`src/rtl/mau_pkg.sv`:
```
package mau_pkg;

  typedef enum logic [1:0] {
    CMD_NONE  = 2'd0,
    CMD_LOAD  = 2'd1,
    CMD_STORE = 2'd2,
    CMD_NOP3  = 2'd3
  } mau_cmd_e;

  typedef enum logic [1:0] {
    PH_IDLE = 2'd0,
    PH_REQ  = 2'd1,
    PH_RSP  = 2'd2
  } mau_phase_e;

  // A command code that starts a memory access
  function automatic logic cmd_starts_access(input logic [1:0] code);
    return (code == CMD_LOAD) || (code == CMD_STORE);
  endfunction

  // Stall rule: wait is held off while an access is pending and not ending now
  function automatic logic wait_blocks(input logic wait_req, input logic started,
                                       input logic pending, input logic ending);
    return wait_req && (started || (pending && !ending));
  endfunction

  // Datapath register write attempted during an access
  function automatic logic write_blocked(input logic pending, input logic ld_a,
                                         input logic ld_d);
    return pending && (ld_a || ld_d);
  endfunction

endpackage

```
`src/rtl/mau_seq.sv`:
```
module mau_seq
  import mau_pkg::*;
(
  input  logic       clk,
  input  logic       rst_n,
  input  logic [1:0] cmd,
  input  logic       req_ready,
  input  logic       rsp_valid,
  output logic       busy,
  output logic       start_ok,
  output logic       start_err,
  output logic       req_valid,
  output logic       req_we,
  output logic       finish,
  output logic       fill
);

  mau_phase_e phase_q, phase_d;
  logic       we_q;
  logic       is_start;
  logic       accept;

  assign is_start  = cmd_starts_access(cmd);
  assign start_ok  = is_start && (phase_q == PH_IDLE);
  assign start_err = is_start && (phase_q != PH_IDLE);
  assign busy      = (phase_q != PH_IDLE);
  assign req_valid = (phase_q == PH_REQ);
  assign req_we    = we_q;
  assign accept    = req_valid && req_ready;
  assign fill      = (phase_q == PH_RSP) && rsp_valid;
  assign finish    = (accept && we_q) || fill;

  always_comb begin
    phase_d = phase_q;
    unique case (phase_q)
      PH_IDLE: if (start_ok) phase_d = PH_REQ;
      PH_REQ:  if (accept)   phase_d = we_q ? PH_IDLE : PH_RSP;
      PH_RSP:  if (rsp_valid) phase_d = PH_IDLE;
      default: phase_d = PH_IDLE;
    endcase
  end

  always_ff @(posedge clk) begin
    if (!rst_n) begin
      phase_q <= PH_IDLE;
      we_q    <= 1'b0;
    end else begin
      phase_q <= phase_d;
      if (start_ok) we_q <= (cmd == CMD_STORE);
    end
  end

  assert_req_hold_R3: assert property (@(posedge clk) disable iff (!rst_n)
    (req_valid && !req_ready) |=> (req_valid && $stable(req_we)));

  assert_one_flight_R8: assert property (@(posedge clk) disable iff (!rst_n)
    (req_valid && req_ready) |=> !req_valid);

  assert_store_ends_R4: assert property (@(posedge clk) disable iff (!rst_n)
    (req_valid && req_ready && req_we) |=> !busy);

endmodule

```
`src/rtl/mau_regs.sv`:
```
module mau_regs
  import mau_pkg::*;
#(
  parameter int AW = 16,
  parameter int DW = 32
) (
  input  logic          clk,
  input  logic          rst_n,
  input  logic          busy,
  input  logic          mar_load,
  input  logic [AW-1:0] mar_din,
  input  logic          mdr_load,
  input  logic [DW-1:0] mdr_din,
  input  logic          fill,
  input  logic [DW-1:0] fill_data,
  output logic [AW-1:0] mar_q,
  output logic [DW-1:0] mdr_q,
  output logic          clobber
);

  logic mar_we;
  logic mdr_we;

  assign clobber = write_blocked(busy, mar_load, mdr_load);
  assign mar_we  = mar_load && !busy;
  assign mdr_we  = mdr_load && !busy;

  always_ff @(posedge clk) begin
    if (!rst_n) begin
      mar_q <= '0;
      mdr_q <= '0;
    end else begin
      if (mar_we) mar_q <= mar_din;
      if (fill)        mdr_q <= fill_data;
      else if (mdr_we) mdr_q <= mdr_din;
    end
  end

  assert_mar_frozen_R9: assert property (@(posedge clk) disable iff (!rst_n)
    busy |=> $stable(mar_q));

  assert_mdr_frozen_R9: assert property (@(posedge clk) disable iff (!rst_n)
    (busy && !fill) |=> $stable(mdr_q));

  assert_fill_lands_R5: assert property (@(posedge clk) disable iff (!rst_n)
    fill |=> (mdr_q == $past(fill_data)));

  assert_mdr_quiet_R10: assert property (@(posedge clk) disable iff (!rst_n)
    (!fill && !mdr_load) |=> $stable(mdr_q));

endmodule

```
`src/rtl/mau_wait.sv`:
```
module mau_wait
  import mau_pkg::*;
(
  input  logic clk,
  input  logic rst_n,
  input  logic step_wait,
  input  logic start_ok,
  input  logic busy,
  input  logic finish,
  output logic stall
);

  assign stall = wait_blocks(step_wait, start_ok, busy, finish);

  assert_stall_pending_R6: assert property (@(posedge clk) disable iff (!rst_n)
    stall |=> busy);

  assert_release_done_R6: assert property (@(posedge clk) disable iff (!rst_n)
    (step_wait && busy && !stall) |=> !busy);

  assert_join_start_R7: assert property (@(posedge clk) disable iff (!rst_n)
    (step_wait && start_ok) |=> busy);

endmodule

```
`src/rtl/mem_access_unit.sv`:
```
module mem_access_unit
  import mau_pkg::*;
#(
  parameter int AW = 16,
  parameter int DW = 32
) (
  input  logic          clk,
  input  logic          rst_n,
  input  logic [1:0]    step_cmd,
  input  logic          step_wait,
  input  logic          mar_load,
  input  logic [AW-1:0] mar_din,
  input  logic          mdr_load,
  input  logic [DW-1:0] mdr_din,
  output logic [AW-1:0] mar_q,
  output logic [DW-1:0] mdr_q,
  output logic          busy,
  output logic          stall,
  output logic          err_issue,
  output logic          err_clobber,
  output logic          mem_req_valid,
  input  logic          mem_req_ready,
  output logic          mem_req_we,
  output logic [AW-1:0] mem_req_addr,
  output logic [DW-1:0] mem_req_wdata,
  input  logic          mem_rsp_valid,
  input  logic [DW-1:0] mem_rsp_data
);

  logic start_ok;
  logic finish;
  logic fill;

  mau_seq u_seq (
    .clk       (clk),
    .rst_n     (rst_n),
    .cmd       (step_cmd),
    .req_ready (mem_req_ready),
    .rsp_valid (mem_rsp_valid),
    .busy      (busy),
    .start_ok  (start_ok),
    .start_err (err_issue),
    .req_valid (mem_req_valid),
    .req_we    (mem_req_we),
    .finish    (finish),
    .fill      (fill)
  );

  mau_regs #(.AW(AW), .DW(DW)) u_regs (
    .clk       (clk),
    .rst_n     (rst_n),
    .busy      (busy),
    .mar_load  (mar_load),
    .mar_din   (mar_din),
    .mdr_load  (mdr_load),
    .mdr_din   (mdr_din),
    .fill      (fill),
    .fill_data (mem_rsp_data),
    .mar_q     (mar_q),
    .mdr_q     (mdr_q),
    .clobber   (err_clobber)
  );

  mau_wait u_wait (
    .clk       (clk),
    .rst_n     (rst_n),
    .step_wait (step_wait),
    .start_ok  (start_ok),
    .busy      (busy),
    .finish    (finish),
    .stall     (stall)
  );

  assign mem_req_addr  = mar_q;
  assign mem_req_wdata = mdr_q;

  assert_addr_stable_R3: assert property (@(posedge clk) disable iff (!rst_n)
    (mem_req_valid && !mem_req_ready) |=> $stable(mem_req_addr));

  assert_err_no_request_R8: assert property (@(posedge clk) disable iff (!rst_n)
    (err_issue && mem_req_valid && mem_req_ready) |=> !mem_req_valid);

endmodule

```
`config.mk`:
```
export PLATFORM = sky130hd
export DESIGN_NAME = mem_access_unit
export DESIGN_NICKNAME = d
export VERILOG_FILES = /design/src/rtl/mau_pkg.sv /design/src/rtl/mau_seq.sv /design/src/rtl/mau_regs.sv /design/src/rtl/mau_wait.sv /design/src/rtl/mem_access_unit.sv
export SDC_FILE = /design/constraint.sdc
export NUM_CORES = 1
export LEC_CHECK = 0
export ABC_AREA = 0
export CAP_MARGIN = 5
export CORE_ASPECT_RATIO = 0.6
export CORE_MARGIN = 2
export CORE_UTILIZATION = 55
export DETAILED_ROUTE_END_ITERATION = 8
export DONT_BUFFER_PORTS = 1
export HOLD_SLACK_MARGIN = 0.03
export PLACE_DENSITY = 0.73
export SYNTH_ARGS = -nofsm -noshare
export SYNTH_HDL_FRONTEND = slang
export SYNTH_SLANG_ARGS = --single-unit
export TNS_END_PERCENT = 5
```
`constraint.sdc`:
```
create_clock -name clk -period 1.3 [get_ports clk]
set_clock_uncertainty 0.05 [all_clocks]
set_input_delay 0 -clock clk [delete_from_list [all_inputs] [get_ports clk]]
set_output_delay 0 -clock clk [all_outputs]
set_load 0.01 [all_outputs]
```
==> summary.md <==
| Metric | Value |
|---|---|
| Leakage | `approximately 1.3 nW` |
| Core Region | `between 0.004 and 0.005 mm2` |
| Clk pwr share | `0.239` |
| Drt initial violations | `roughly 110` |
| N_diodes | `0` |
| Dominant cell type by area after synthesis | `dfxtp_1` |
| Bufs on Longest Clock Path | `2` |
| HP Class | `input pin to primary output` |
| CTS buffer count | `5` |
| Number of I/O pins | `about 190` |
| Sw Share | `0.3049` |
| Nets | `about 390` |
| Worst Tran Pin Value | `between 0.6 and 0.7 ns` |
| Post-synthesis sequential area ratio | `0.4052` |
| Global-route wire length before repair | `9632 um` |
| Max Clk Rate | `between 700 and 800 MHz` |
| Final worst path period need | `1.288 ns` |
| # rows | `19` |
| Worst R2R Start | `u_seq.phase_q[1]$_SDFFE_PN0P_` |
| Largest net degree at the start of global routing | `34` |
| CP endpoint kind | `primary output` |
| Port-buffer cells | `0` |
| Post-route ant nets | `0` |
| CTS H-tree lvls | `2` |
| TritonCTS clock tree | `built` |
| Synth async-reset ratio | `0` |
| Hold path depth | `1` |
| GPL Wtd Cong | `about 0.83` |
| Sequential power share | `0.544` |
| Core occupancy in the finished layout | `0.7268` |
| Top-area cell type share of the netlist area | `0.4052` |
| Slew margin rel. | `0.5570` |
| R2r endpoint | `u_regs.mdr_q[11]$_SDFFE_PN0P_` |
| Status | `finished clean` |
| # fillers | `roughly 330` |
| Int Power | `roughly 0.0026 W` |
| Final wirelength | `approximately 7000 um` |
| Hold endpoint | `stall` |
| Net count after synthesis | `roughly 350` |
| Final Cycle Share | `0.9905` |
| Vias per cell | `5.612` |
| Synth Register Bits | `51` |
| Area of the die | `roughly 0.0052 mm2` |
| RSZ-0062 raised after global routing | `yes` |
| Die H | `approximately 56 um` |
| Die Width | `91.39 um` |
| DR DRC count | `0` |
| R2R depth | `4` |
| Mapped Area | `about 0.0025 mm2` |
| Top cells by area, synth | `dfxtp_1, buf_4, o221a_2` |
| Clock Sinks | `51` |
| Tot GR Track Use | `0.2361` |
| Library cells used by synthesis | `30` |
| Final hold violations | `0` |
| Fin. max-slew vios | `0` |
| WP data required | `between 1 and 1.5 ns` |
| Synth-to-layout area growth | `29.59%` |
| Total grt overflow | `0` |
| Pwr Total | `between 0.003 and 0.004 W` |
| Worst-path fanout max | `22` |
| Later-pin clock latency in the skew report | `around 0.29 ns` |
| # Max-Cap Violations | `0` |
| Syn_area_per_cell | `a little under 10 um2` |
| Arrival time at the worst endpoint | `approximately 1.2 ns` |
| Vias | `between 2000 and 2500` |
| Initial Utilization | `0.5608` |
| DRT Pass-1 Iters | `4` |
| Share of cells above drive strength 1 | `0.2300` |
| Psw | `~0.0011 W` |
| Comb power frac | `0.217` |
| Post-DR wirelength/cell | `between 15 and 20 um` |
| CP Launch Type | `flop` |
| Most common cell after layout, fill and taps aside | `dlygate4sd3_1` |
| FF-to-FF setup slack | `approximately 0.02 ns` |
| Vias in the first global route | `roughly 1900` |
| Hpwl dp | `between 4000 and 5000 um` |
| Syn Inst Count | `between 200 and 300` |
| Hold_sp | `step_wait` |
| Worst-path clk slew | `0.09 ns` |
| VDD IR max | `616.8 uV` |
| Initial antenna violation count | `0` |
| Post-synth top flop | `dfxtp_1` |
| CTS root buf | `clkbuf_8` |
| Synth Warn # | `0` |
| Post-synth EDFFs | `0` |
| Kind of critical path | `flop to primary output` |
| Most frequent cells in the layout | `dlygate4sd3_1, dfxtp_1, nand2_1` |
| Endpoints failing setup | `0` |
| Cell Pwr Density | `1127 mW/mm2` |
==> worst max-delay path, stage by stage (launching register included) <==
cell and delay (ns):
dfxtp_2 0.35, buf_4 0.14, nand3b_4 0.09, buf_12 0.17, o211a_4 0.19
==> cell usage after synthesis (2+ instances only) <==
master    number
buf_2          5
mux2i_1        2
nor2_2         2
dfxtp_1       51
o21a_1        31
a31oi_1        3
a21oi_1       15
nor2_1         5
o221a_2       31
buf_6          6
clkbuf_1       6
buf_4         49
inv_1          3
nand2_1       34
==> cell type report <==
class	count	area, um2	share of cell area
Multi-Input combinational cell	137	1031	0.3157
Inverter	3	11.26	0.003448
Clock inverter	1	5.005	0.001533
Clock buffer	7	76.32	0.02337
Timing Repair Buffer	101	1037	0.3176
Sequential cell	51	1026	0.3142
Tap cell	63	78.83	0.02414
==> per-stage QoR <==
step | instances | setup slack [ns] | hold slack [ns] | setup TNS [ns] | area, um2
after floorplan | 259 | 0.03307 | 0.06692 | 0 | 2520
after global placement | 268 | 0.01928 | 0.07672 | 0 | 2250
after detailed placement | 268 | -0.01491 | 0.08254 | -0.08389 | 2250
after CTS | 329 | -0.0002762 | -0.1997 | -0.0002762 | 2890
after global routing | 363 | -0.03202 | 0.07164 | -0.2139 | 3266
final | 363 | 0.01231 | 0.08077 | 0 | 3266
==> state kept, by name (all words and copies together), names as in the netlist <==
name           flops
u_seq.phase_q      2
u_regs.mar_q      16
u_regs.mdr_q      32
u_seq.req_we       1
==> per-layer routing <==
| metal | track usage | wire length (um) |
|---|---|---|
| met5 | 0 | 0 |
| met4 | 0.06710 | 116 |
| met3 | 0.07785 | 500 |
| met2 | 0.3992 | 3408 |
| met1 | 0.2896 | 2951 |
==> cell families (layout without fill, tap and decap cells) <==
logic type                 after synthesis  after routing  synth area share
AOI/OAI and AO/OA                       85             85            0.2855
DFF                                     51             51            0.4052
and+or+nand+nor                         49             49           0.09682
muxes                                    2              2          0.007945
adders and majority gates                1              1          0.004964
buffers and inverters                   71            112            0.1996
==> worst max-delay path by stage <==
stage | end | cells after the start | slack (ns) | start
final | stall | 4 | 0.01 | u_seq.phase_q[1]$_SDFFE_PN0P_
after CTS | stall | 4 | -0.0003 | u_seq.phase_q[0]$_SDFFE_PN0P_
after detailed placement | u_regs.mdr_q[4]$_SDFFE_PN0P_ | 4 | -0.01 | u_seq.phase_q[1]$_SDFFE_PN0P_
after global placement | u_regs.mdr_q[27]$_SDFFE_PN0P_ | 5 | 0.02 | u_seq.phase_q[1]$_SDFFE_PN0P_
after global routing | stall | 4 | -0.03 | u_seq.phase_q[1]$_SDFFE_PN0P_
after floorplan | u_regs.mar_q[10]$_SDFFE_PN0P_ | 5 | 0.03 | u_seq.phase_q[1]$_SDFFE_PN0P_
==> what timing repair did <==
| action | CTS | global route |
|---|---|---|
| gates resized for setup | 9 | 7 |
| pin swaps | 1 | 2 |
| buffers inserted | 2 | 0 |
| endpoints found under the setup margin | 34 | 37 |
| hold endpoints to repair | 51 | 32 |
| gates cloned | 0 | 0 |
| hold buffers | 51 | 34 |
==> power by group through the flow <==
stage               clock [W]  combinational [W]  sequential, W
floorplan                   0           0.000681        0.00191
global placement            0           0.000487        0.00203
detailed placement          0           0.000503        0.00204
CTS                  0.000900           0.000661        0.00200
global route         0.000968           0.000855        0.00203
finish               0.000881           0.000798        0.00200
Note: power is estimated with default switching activity, not from simulation.
